==> config.mk <==
export PLATFORM = sky130hd
export DESIGN_NAME = lbsel_top
export DESIGN_NICKNAME = d
export VERILOG_FILES = /design/src/rtl/lbsel_pkg.sv /design/src/rtl/lbsel_divider.sv /design/src/rtl/lbsel_judge.sv /design/src/rtl/lbsel_top.sv
export SDC_FILE = /design/constraint.sdc
export NUM_CORES = 1
export LEC_CHECK = 0
export ABC_AREA = 1
export BUFFER_PORTS_ARGS = -buffer_cell sky130_fd_sc_hd__buf_4
export CAP_MARGIN = 0
export CORE_ASPECT_RATIO = 1.4
export CORE_MARGIN = 2
export CORE_UTILIZATION = 25
export CTS_BUF_LIST = sky130_fd_sc_hd__clkbuf_4 sky130_fd_sc_hd__clkbuf_8
export DETAILED_ROUTE_END_ITERATION = 8
export PLACE_DENSITY = 0.39
export SYNTH_ARGS = -nofsm -noshare
export SYNTH_HDL_FRONTEND = slang
export SYNTH_SLANG_ARGS = --single-unit
==> constraint.sdc <==
create_clock -name clk -period 4.85 [get_ports clk]
set_input_delay 0.485 -clock clk [delete_from_list [all_inputs] [get_ports clk]]
set_output_delay 0.485 -clock clk [all_outputs]
set_load 0.01 [all_outputs]
==> src/rtl/lbsel_pkg.sv <==
package lbsel_pkg;

    localparam int MEM_W = 13;

    typedef enum logic [1:0] {
        CFG0 = 2'd0,
        CFG1 = 2'd1,
        CFG2 = 2'd2,
        CFG3 = 2'd3
    } cfg_e;

    typedef enum logic [1:0] {
        LANE_Y = 2'd0,
        LANE_C = 2'd1,
        LANE_A = 2'd2
    } lane_e;

    function automatic logic [MEM_W-1:0] mem_words(input cfg_e c, input lane_e l);
        logic [MEM_W-1:0] w;
        unique case (c)
            CFG1: w = (l == LANE_A) ? 13'd984  : 13'd816;
            CFG2: w = (l == LANE_A) ? 13'd1312 : 13'd1088;
            CFG3: w = (l == LANE_Y) ? 13'd4448 : ((l == LANE_C) ? 13'd1904 : 13'd2752);
            default: w = 13'd2752;
        endcase
        return w;
    endfunction

    function automatic logic [3:0] depth_bpc(input logic [1:0] code);
        logic [3:0] b;
        unique case (code)
            2'd0: b = 4'd10;
            2'd1: b = 4'd8;
            2'd2: b = 4'd6;
            default: b = 4'd12;
        endcase
        return b;
    endfunction

    function automatic logic rule_ok(input logic [15:0] taps, input logic [15:0] rc,
                                     input logic [15:0] parts);
        if (rc > 16'd2)
            return (taps + rc) <= (parts + 16'd2);
        else
            return taps <= parts;
    endfunction

endpackage

==> src/rtl/lbsel_divider.sv <==
module lbsel_divider #(
    parameter int DW = 19
) (
    input  logic          clk,
    input  logic          rst_n,
    input  logic          go,
    input  logic [DW-1:0] num,
    input  logic [DW-1:0] den,
    output logic          fin,
    output logic [DW-1:0] quo
);
    localparam int CW = $clog2(DW + 1);

    logic [DW-1:0] rem_q, quo_q;
    logic [CW-1:0] cnt_q;
    logic          run_q;
    logic [DW:0]   shifted, diff;
    logic          ge;

    always_comb begin
        shifted = {rem_q, quo_q[DW-1]};
        diff    = shifted - {1'b0, den};
        ge      = ~diff[DW];
    end

    always_ff @(posedge clk or negedge rst_n) begin
        if (!rst_n) begin
            rem_q <= '0;
            quo_q <= '0;
            cnt_q <= '0;
            run_q <= 1'b0;
            fin   <= 1'b0;
        end else if (go) begin
            rem_q <= '0;
            quo_q <= num;
            cnt_q <= CW'(DW);
            run_q <= 1'b1;
            fin   <= 1'b0;
        end else if (run_q) begin
            rem_q <= ge ? diff[DW-1:0] : shifted[DW-1:0];
            quo_q <= {quo_q[DW-2:0], ge};
            cnt_q <= cnt_q - 1'b1;
            fin   <= (cnt_q == CW'(1));
            if (cnt_q == CW'(1))
                run_q <= 1'b0;
        end else begin
            fin <= 1'b0;
        end
    end

    assign quo = quo_q;
endmodule

==> src/rtl/lbsel_judge.sv <==
module lbsel_judge
    import lbsel_pkg::*;
#(
    parameter int TAP_W = 4,
    parameter int RI_W  = 4,
    parameter int RF_W  = 8,
    parameter int CNT_W = 7,
    parameter int CAP   = 64
) (
    input  logic [MEM_W-1:0]     raw_y,
    input  logic [MEM_W-1:0]     raw_c,
    input  logic [MEM_W-1:0]     raw_a,
    input  logic                 alpha_en,
    input  logic [TAP_W-1:0]     taps_y,
    input  logic [TAP_W-1:0]     taps_c,
    input  logic [RI_W+RF_W-1:0] ratio_y,
    input  logic [RI_W+RF_W-1:0] ratio_c,
    output logic [CNT_W-1:0]     cnt_y,
    output logic [CNT_W-1:0]     cnt_c,
    output logic                 fits
);
    logic [MEM_W-1:0] adj_y;
    logic [RI_W:0]    ceil_y, ceil_c;

    always_comb begin
        adj_y  = (alpha_en && (raw_a < raw_y)) ? raw_a : raw_y;
        cnt_y  = (adj_y > MEM_W'(CAP)) ? CNT_W'(CAP) : adj_y[CNT_W-1:0];
        cnt_c  = (raw_c > MEM_W'(CAP)) ? CNT_W'(CAP) : raw_c[CNT_W-1:0];
        ceil_y = {1'b0, ratio_y[RI_W+RF_W-1:RF_W]} + (RI_W+1)'(|ratio_y[RF_W-1:0]);
        ceil_c = {1'b0, ratio_c[RI_W+RF_W-1:RF_W]} + (RI_W+1)'(|ratio_c[RF_W-1:0]);
        fits   = rule_ok(16'(taps_y), 16'(ceil_y), 16'(cnt_y)) &&
                 rule_ok(16'(taps_c), 16'(ceil_c), 16'(cnt_c));
    end
endmodule

==> src/rtl/lbsel_top.sv <==
module lbsel_top
    import lbsel_pkg::*;
#(
    parameter int WID_W     = 14,
    parameter int TAP_W     = 4,
    parameter int RI_W      = 4,
    parameter int RF_W      = 8,
    parameter int CNT_W     = 7,
    parameter int PART_CAP  = 64,
    parameter int MAX_PARTS = 63
) (
    input  logic                 clk,
    input  logic                 rst_n,
    input  logic                 start,
    input  logic                 force_max,
    input  logic                 is_420,
    input  logic                 alpha_en,
    input  logic [1:0]           depth_code,
    input  logic [WID_W-1:0]     vp_width,
    input  logic [WID_W-1:0]     vp_width_c,
    input  logic [WID_W-1:0]     out_width,
    input  logic [TAP_W-1:0]     vtaps_y,
    input  logic [TAP_W-1:0]     vtaps_c,
    input  logic [RI_W+RF_W-1:0] vratio_y,
    input  logic [RI_W+RF_W-1:0] vratio_c,
    output logic                 busy,
    output logic                 done,
    output logic [1:0]           cfg,
    output logic [CNT_W-1:0]     parts_y,
    output logic [CNT_W-1:0]     parts_c,
    output logic                 error,
    output logic [CNT_W-1:0]     max_parts
);
    localparam int DW = WID_W + 5;

    typedef enum logic [2:0] {S_IDLE, S_LOAD, S_WAIT, S_JUDGE, S_FIN} st_e;
    st_e state, nxt;

    logic [WID_W-1:0]     line_y, line_c, eff_y, eff_c;
    logic [3:0]           bpc_q;
    logic                 alpha_q, is420_q;
    logic [TAP_W-1:0]     taps_y_q, taps_c_q;
    logic [RI_W+RF_W-1:0] ratio_y_q, ratio_c_q;
    logic [2:0]           op;
    cfg_e                 cfg_cur, cfg_next;
    logic [DW-1:0]        cost_y, cost_c, cost_a;
    logic [MEM_W-1:0]     raw_y, raw_c, raw_a;
    logic [DW-1:0]        div_num, div_den, div_quo;
    logic                 div_go, div_fin;
    logic [CNT_W-1:0]     j_y, j_c;
    logic                 j_fits;
    logic [1:0]           cfg_q;
    logic [CNT_W-1:0]     py_q, pc_q;
    logic                 err_q;

    // effective widths from the ports, captured on request
    always_comb begin
        eff_y = (vp_width   < out_width) ? vp_width   : out_width;
        eff_c = (vp_width_c < out_width) ? vp_width_c : out_width;
        if (eff_y == '0) eff_y = WID_W'(1);
        if (eff_c == '0) eff_c = WID_W'(1);
    end

    // divider operand select by operation index
    always_comb begin
        unique case (op)
            3'd0: begin div_num = DW'(line_y) * DW'(bpc_q) + DW'(71); div_den = DW'(72); end
            3'd1: begin div_num = DW'(line_c) * DW'(bpc_q) + DW'(71); div_den = DW'(72); end
            3'd2: begin div_num = DW'(line_y) + DW'(5);               div_den = DW'(6);  end
            3'd3: begin div_num = DW'(mem_words(cfg_cur, LANE_Y));    div_den = cost_y;  end
            3'd4: begin div_num = DW'(mem_words(cfg_cur, LANE_C));    div_den = cost_c;  end
            default: begin div_num = DW'(mem_words(cfg_cur, LANE_A)); div_den = cost_a;  end
        endcase
    end

    always_comb begin
        unique case (cfg_cur)
            CFG1:    cfg_next = CFG2;
            CFG2:    cfg_next = is420_q ? CFG3 : CFG0;
            default: cfg_next = CFG0;
        endcase
    end

    lbsel_divider #(.DW(DW)) u_div (
        .clk(clk), .rst_n(rst_n), .go(div_go),
        .num(div_num), .den(div_den), .fin(div_fin), .quo(div_quo)
    );

    lbsel_judge #(
        .TAP_W(TAP_W), .RI_W(RI_W), .RF_W(RF_W), .CNT_W(CNT_W), .CAP(PART_CAP)
    ) u_judge (
        .raw_y(raw_y), .raw_c(raw_c), .raw_a(raw_a), .alpha_en(alpha_q),
        .taps_y(taps_y_q), .taps_c(taps_c_q),
        .ratio_y(ratio_y_q), .ratio_c(ratio_c_q),
        .cnt_y(j_y), .cnt_c(j_c), .fits(j_fits)
    );

    // state register
    always_ff @(posedge clk or negedge rst_n) begin
        if (!rst_n) state <= S_IDLE;
        else        state <= nxt;
    end

    // transitions
    always_comb begin
        nxt = state;
        unique case (state)
            S_IDLE:  if (start) nxt = force_max ? S_FIN : S_LOAD;
            S_LOAD:  nxt = S_WAIT;
            S_WAIT:  if (div_fin) nxt = (op == 3'd5) ? S_JUDGE : S_LOAD;
            S_JUDGE: nxt = (j_fits || cfg_cur == CFG0) ? S_FIN : S_LOAD;
            S_FIN:   nxt = S_IDLE;
            default: nxt = S_IDLE;
        endcase
    end

    // outputs
    always_comb begin
        busy      = (state != S_IDLE);
        done      = (state == S_FIN);
        div_go    = (state == S_LOAD);
        cfg       = cfg_q;
        parts_y   = py_q;
        parts_c   = pc_q;
        error     = err_q;
        max_parts = CNT_W'(MAX_PARTS);
    end

    // datapath
    always_ff @(posedge clk or negedge rst_n) begin
        if (!rst_n) begin
            line_y <= '0; line_c <= '0; bpc_q <= '0;
            alpha_q <= 1'b0; is420_q <= 1'b0;
            taps_y_q <= '0; taps_c_q <= '0; ratio_y_q <= '0; ratio_c_q <= '0;
            op <= '0; cfg_cur <= CFG1;
            cost_y <= '0; cost_c <= '0; cost_a <= '0;
            raw_y <= '0; raw_c <= '0; raw_a <= '0;
            cfg_q <= '0; py_q <= '0; pc_q <= '0; err_q <= 1'b0;
        end else begin
            unique case (state)
                S_IDLE: if (start) begin
                    line_y    <= eff_y;
                    line_c    <= eff_c;
                    bpc_q     <= depth_bpc(depth_code);
                    alpha_q   <= alpha_en;
                    is420_q   <= is_420;
                    taps_y_q  <= vtaps_y;
                    taps_c_q  <= vtaps_c;
                    ratio_y_q <= vratio_y;
                    ratio_c_q <= vratio_c;
                    op        <= '0;
                    cfg_cur   <= CFG1;
                    if (force_max) begin
                        cfg_q <= is_420 ? 2'd3 : 2'd0;
                        py_q  <= '0;
                        pc_q  <= '0;
                        err_q <= 1'b0;
                    end
                end
                S_WAIT: if (div_fin) begin
                    unique case (op)
                        3'd0: cost_y <= div_quo;
                        3'd1: cost_c <= div_quo;
                        3'd2: cost_a <= div_quo;
                        3'd3: raw_y  <= div_quo[MEM_W-1:0];
                        3'd4: raw_c  <= div_quo[MEM_W-1:0];
                        default: raw_a <= div_quo[MEM_W-1:0];
                    endcase
                    if (op != 3'd5) op <= op + 3'd1;
                end
                S_JUDGE: begin
                    if (j_fits || cfg_cur == CFG0) begin
                        cfg_q <= cfg_cur;
                        py_q  <= j_y;
                        pc_q  <= j_c;
                        err_q <= ~j_fits;
                    end else begin
                        cfg_cur <= cfg_next;
                        op      <= 3'd3;
                    end
                end
                default: ;
            endcase
        end
    end
endmodule

# Yosys cells after proc, flatten, opt, wreduce, memory -nomap -nowiden
# Index checks and enable logic that the tools add are counted.
# Widths: inputs -> output; s select.
word_totals:
  out_inout_bits: 26
  in_bits: 82
  word_cells: 163
  register_bits: 232
op_classes:
  n_eq_ne: 22
  addsub: 12
  magnitude_cmp: 11
  multipliers: 2
  reduce_logical: 28
  n_bitwise: 3
  n_mux: 58
ops:
  columns: ["op", "count"]
  rows:
  - ["$mux 19", 5]
  - ["$pmux 19 s5", 1]
  - ["$pmux 19 s4", 1]
  - ["$mux 14", 4]
  - ["$mux 7", 6]
  - ["$pmux 13 s3", 1]
  - ["$add 18x7->19 const B", 2]
  - ["$mul 14x4->18", 2]
  - ["$pmux 12 s3", 1]
  - ["$le 16x16->1", 2]
  - ["$logic_not 14->1", 2]
  - ["$lt 14x14->1", 2]
  - ["$pmux 7 s2", 2]
  - ["$gt 13x7->1 const B", 2]
  - ["$mux 3", 8]
  - ["$pmux 12 s2", 1]
  - ["$reduce_and 3->1", 7]
  - ["$sub 20x19->20", 1]
  - ["$add 7x2->8 const B", 2]
  - ["$mux 2", 8]
  - ["$reduce_or 8->1", 2]
  - ["$add 14x3->15 const B", 1]
  - ["$le 4x7->1", 2]
  - ["$lt 13x13->1", 1]
  - ["34 further kinds", 70]

# Depth between registers and ports, before layout
logic_depth:
  ltp_word: 12
  depth_mapped: 33
  depth_no_buf: 33

# By module
# Synthesis repeated with hierarchy kept, for this count alone.
unflattened:
  cells_unflattened: 2525
  area_unflattened_um2: 18184.9
by_module_without_submodules:
  columns: ["module", "area_per_inst_um2", "seq_area_each_um2", "cells_per_inst", "n_inst"]
  rows:
  - ["lbsel_top", 12799.8, 4655.7, 1695, 1]
  - ["lbsel_divider", 3542.1, 1126.1, 532, 1]
  - ["lbsel_judge", 1843.0, 0.0, 298, 1]

# Least setup slack after synthesis
# Ideal clock, no wire load.
synth_path:
  path_type: "reg2reg"
  start: "reg bpc_q[3]"
  end: "reg u_div.quo_q[18] (netlist: u_div.quo[18])"
  n_path_buf: 2
  stages_incl_launch_ff: 25
  path_slack_ns: 0.932
  required_ns: 4.773
  setup_time_ns: 0.077
  t_arrival_ns: 3.841
  synth_period_minus_slack_ns: 3.918
  path_cell_list: "dfrtp_1 clkbuf_1 buf_1 nand2_1 fa_1 inv_1 fa_1 ha_1 ha_1 nand2_1 o21ai_0 nand2_1 nand4_1 nand2_1 nand3b_1 o21ai_0 o21ai_0 nand2_1 nand2_1 nand2_1 nand2_1 nand2_1 nand2_1 nand2_1 a21oi_1"
synth_between:
  elab_chain_len: 4
  elab_cells_between_ends: 6
  classes_between: "add/sub: 2; mul: 2; mux: 2"
synth_lines:
  columns: ["element", "line_no", "source"]
  rows:
  - ["start: declaration", "lbsel_top.sv:40", "logic [3:0] bpc_q;"]
  - ["start signal: assignment", "lbsel_top.sv:144", "bpc_q <= depth_bpc(depth_code);"]
  - ["$mul 14x4->18 (on tied branches)", "lbsel_top.sv:68, lbsel_top.sv:67", null]
  - ["$add 18x7->19 (on tied branches)", "lbsel_top.sv:68, lbsel_top.sv:67", null]
  - ["$pmux 19 s5 *", "lbsel_top.sv:66", "unique case (op)"]
  - ["$mux 19 *", "lbsel_divider.sv:33", "end else if (go) begin"]
  - ["end signal: assignment", "lbsel_divider.sv:35", "quo_q <= num;"]
  - ["end signal: assignment", "lbsel_divider.sv:41", "quo_q <= {quo_q[DW-2:0], ge};"]
  - ["end: declaration", "lbsel_divider.sv:14", "logic [DW-1:0] rem_q, quo_q;"]
# Mark *: on every way between the ends. The rest lies on a longest branch, timed or not.
# A chain may end at the register's enable or synchronous reset.

# Final worst setup path
layout_path:
  start: "reg raw_y[4]"
  end: "reg err_q (netlist: error)"
layout_between:
  elab_chain_len: 12
  elab_cells_between_ends: 16
  classes_between: "add/sub: 1; order compare: 4; eq/ne: 1; mux: 5; bitwise: 1; reduce/logical: 4"
layout_lines:
  columns: ["element", "line_no", "source"]
  rows:
  - ["start: declaration", "lbsel_top.sv:47", "logic [MEM_W-1:0] raw_y, raw_c, raw_a;"]
  - ["start signal: assignment", "lbsel_top.sv:165", "3'd3: raw_y <= div_quo[MEM_W-1:0];"]
  - ["$lt 13x13->1", "lbsel_judge.sv:26", "adj_y = (alpha_en && (raw_a < raw_y)) ? raw_a : raw_y;"]
  - ["$logic_and 1x1->1", "lbsel_judge.sv:26", null]
  - ["$mux 13 *", "lbsel_judge.sv:26", null]
  - ["$gt 13x7->1", "lbsel_judge.sv:27", "cnt_y = (adj_y > MEM_W'(CAP)) ? CNT_W'(CAP) : adj_y[CNT_W-1:0];"]
  - ["$mux 7 *", "lbsel_judge.sv:27", null]
  - ["$add 7x2->8", "lbsel_pkg.sv:43", "return (taps + rc) <= (parts + 16'd2);"]
  - ["$le 16x16->1", "lbsel_pkg.sv:43", null]
  - ["$mux 1 *", "lbsel_pkg.sv:42", "if (rc > 16'd2)"]
  - ["$logic_and 1x1->1 *", "lbsel_judge.sv:31", "fits = rule_ok(16'(taps_y), 16'(ceil_y), 16'(cnt_y)) &&"]
  - ["$logic_or 1x1->1 / $not 1->1 (equally long branches)", "lbsel_top.sv:172, lbsel_top.sv:176", null]
  - ["$ne 2x2->1 (no line) / $mux 1 (equally long branches)", null, null]
  - ["$reduce_and 4->1 (no line) / $pmux 1 s2 (equally long branches)", null, null]
  - ["end signal: assignment", "lbsel_top.sv:176", "err_q <= ~j_fits;"]
  - ["end: declaration", "lbsel_top.sv:54", "logic err_q;"]
# Mark *: on every way between the ends. The rest lies on a longest branch, timed or not. The select of a mux whose other input is x is not followed.

==> summary.md <==
| Metric | Value |
|---|---|
| Clk root buf | `clkbuf_8` |
| Area grow syn2layout | `17.6%` |
| Max_slew headroom | `32.6%` |
| DRT Pass-1 Iters | `5` |
| Util after Layout | `29.8%` |
| Initial DRC count | `678` |
| Final #Nets | `2,708` |
| Part of the power in registers | `39.7%` |
| Cell area after layout | `20,200 µm²` |
| Clk pwr share | `between 40 and 50%` |
| Kind of start point of the critical path | `flop` |
| Initial Util | `25.3%` |
| Final setup TNS | `0 ps` |
| Worst path slowest cell | `dfrtp_1` |
| Share of cells above drive strength 1 | `10.5%` |
| FF-to-FF End | `error` |
| RePlAce Congestion | `between 0.8 and 0.9` |
| IO Port Bufs | `100` |
| Hold Violations, Final | `0` |
| Maximum vdd drop | `between 150 and 200 µV` |
| Die area | `between 70,000 and 80,000 µm²` |
| Total GRT Usage | `14.8%` |
| Final setup viols | `0` |
| Net switching power | `1.49 mW` |
| Leakage | `10.3 nW` |
| Power Total | `just over 5 mW` |
| Wire length per cell | `15.3 µm` |
| Core area | `68,000 µm²` |
| Synth warn | `0` |
| Final Cycle Share | `90.0%` |
| WL met2 | `26,900 µm` |
| Worst reg2reg setup slack | `490 ps` |
| Initial antenna violation count | `2` |
| Die extent in x | `approximately 230 µm` |
| Syn Inst Count | `2,289` |
| Reg clk slew, reported paths | `60 ps` |
| P per Cell Area | `between 200 and 300 nW/µm²` |
| Largest net degree at the start of global routing | `102` |
| Critical path arrival | `roughly 4900 ps` |
| DRC viols | `0` |
| I/O pins | `108` |
| Setup Crit Path Kind | `flop to flop` |
| Worst Skew | `38.0 ps` |
| Area post-placement | `roughly 19,000 µm²` |
| Largest stage delay, worst path | `380 ps` |
| Combinational share of power | `roughly 16%` |
| Met1 WL | `around 21,000 µm` |
| Crit path max fanout | `19` |
| Synthesized area per cell | `7.52 µm²` |
| Post-synth top area cell | `dfrtp_1` |
| Cts bufs inserted | `44` |
| CTS max path bufs | `3` |
| Vias | `15,200` |
| HP Start | `vtaps_y[3]` |
| Routed wire length | `51,300 µm` |
| Min-delay worst type | `primary input to flop` |
| Post-synth ARST share | `100%` |
| Commonest cells post-synth | `nand2_1, inv_1, o21ai_0, dfrtp_1, ha_1` |
| Area contributors post-synth | `dfrtp_1, nand2_1, ha_1` |
| Post-synth cell types | `59` |
| # rows | `113` |
| TritonCTS Sinks | `about 230` |
| RSZ-0062 raised after global routing | `false` |
| Status | `completed` |
| CP required | `~5400 ps` |
| Max-cap violation count | `0` |
| CTS tree | `done` |
| Highest routed layer | `met5` |
| WL met3 | `between 1500 and 2000 µm` |
| F_max | `0.229 GHz` |
| CP Capture Type | `flop` |
| Int Pwr | `3.58 mW` |
| Post-synth EDFFs | `0` |
| Hpwl dp | `39,100 µm` |
| Latest clock arrival within the worst-skew pair | `approximately 660 ps` |
| First-pass GRT wire length | `83,100 µm` |
| #FFs+latches synth | `between 200 and 250` |
| Hold WS | `approximately 67 ps` |
| Synthesized area | `17,200 µm²` |
| Top cell type's share of synthesized area | `33.4%` |
| Number of global-route vias before repair | `15,800` |
| Gr ovfl total | `0` |
| Hold path endpoint | `taps_y_q[3]` |
| Sw Ratio | `29.4%` |
| Most numerous cell in the Yosys netlist | `nand2_1` |
| Ys flop type | `dfrtp_1` |
| Slew Limit Fails | `0` |
| Most frequent CP cell | `nand2_1` |
| Tmin final | `4360 ps` |
| Hold Path Depth | `3` |
| Sequential share of the synthesized area | `33.6%` |
| Via/cell ratio | `4.52` |
| Die Height | `around 310 µm` |
| H-tree levels | `2` |
| Post-DRT Antenna Nets | `0` |
| Worst-margin pin slew | `approximately 1000 ps` |
| Reg2reg path depth | `33` |
| Critical R2R Launch | `raw_y[4]` |
-- worst max-delay path, delay by kind of cell (launching register included) --
kind | cells | cell delay, ps
flip-flops | 1 | 380
buffers and inverters | 8 | 730
AO/OA/AOI/OAI | 2 | 340
adder cells (fa/ha/maj) | 3 | 720
AND/OR/NAND/NOR | 19 | 1840
XOR/XNOR | 1 | 190
-- power groups by stage --
| stage | Sequential (mW) | Clock, mW | Combinational [mW] |
|---|---|---|---|
| 2_1_floorplan | 2.03 | 0 | 0.520 |
| 3_3_place_gp | 2.05 | 0 | 0.778 |
| 3_5_place_dp | 2.05 | 0 | 0.781 |
| 4_1_cts | 2.01 | 2.38 | 0.801 |
| 5_1_grt | 2.02 | 2.45 | 0.919 |
| 6_report | 2.01 | 2.27 | 0.785 |
-- area by class of cell --
type | count | area, µm²
multi-input cells | 1696 | 10000
flip-flops and latches | 231 | 5780
clock inverters | 14 | 169
clock buffers | 66 | 858
repair buffers | 145 | 1200
well taps | 920 | 1150
inverters | 280 | 1050
fillers | 7483 | 47800
diodes | 2 | 5.00
-- registers in the layout, indices dropped and copies added (netlist names), 14 cells and up --
register and count:
line_c 14, cost_y 19, u_div.quo 19, line_y 14, cost_c 19, cost_a 19
u_div.rem_q 19
-- kinds of logic (layout without fill, tap and decap cells) --
group	Yosys count	in the layout	share of synthesized area [%]
and+or+nand+nor	985	985	24.1
AOI/OAI and AO/OA	444	444	14.3
buffers and inverters	367	505	8.38
DFF	231	231	33.6
adders and majority gates	228	228	17.9
xor gates and xnor gates	32	32	1.63
other	2	9	0.0436
-- per-stage QoR --
| step | instances | worst slack, ps |
|---|---|---|
| finish | 3354 | 487 |
| global route | 3353 | 34.6 |
| CTS | 3347 | 317 |
| detailed placement | 3251 | 370 |
| global placement | 3251 | 510 |
| floorplan | 2294 | 932 |
-- layer usage --
metal | track usage, % | vias to the layer above
li1 | - | 7706
met1 | 16.8 | 7134
met2 | 27.7 | 258
met3 | 2.35 | 72
met4 | 5.15 | 2
met5 | 0 | -
-- worst max-delay path by stage --
| stage | from | to | slack (ps) | cells past startpoint |
|---|---|---|---|---|
| floorplan | bpc_q[3] | u_div.quo[18] | 930 | 24 |
| global placement | raw_y[12] | error | 510 | 32 |
| detailed placement | raw_y[6] | parts_c[4] | 370 | 32 |
| CTS | raw_y[8] | parts_c[4] | 320 | 32 |
| global route | raw_y[12] | parts_c[4] | 30 | 33 |
| finish | raw_y[4] | error | 490 | 33 |
-- cells in the final DEF (no fill, tap or decap), drive strengths merged, types with 9 or more instances in the layout --
| master | instances |
|---|---|
| a21oi | 117 |
| a221oi | 11 |
| a22oi | 9 |
| buf | 129 |
| clkbuf | 66 |
| dfrtp | 230 |
| dlygate4sd3 | 16 |
| fa | 31 |
| ha | 197 |
| inv | 282 |
| nand2 | 695 |
| nand3 | 81 |
| nand4 | 40 |
| nor2 | 124 |
| nor3 | 23 |
| o21ai | 250 |
| o21bai | 12 |
| xnor2 | 13 |
| xor2 | 19 |
-- repair_timing --
item | CTS | global route
hold endpoints to repair | 101 | 0
hold buffers | 16 | 0
gates resized for setup | 0 | 1
buffers inserted | 0 | 5
endpoints found under the setup margin | 0 | 21
Note: power is estimated with default switching activity, not from simulation.
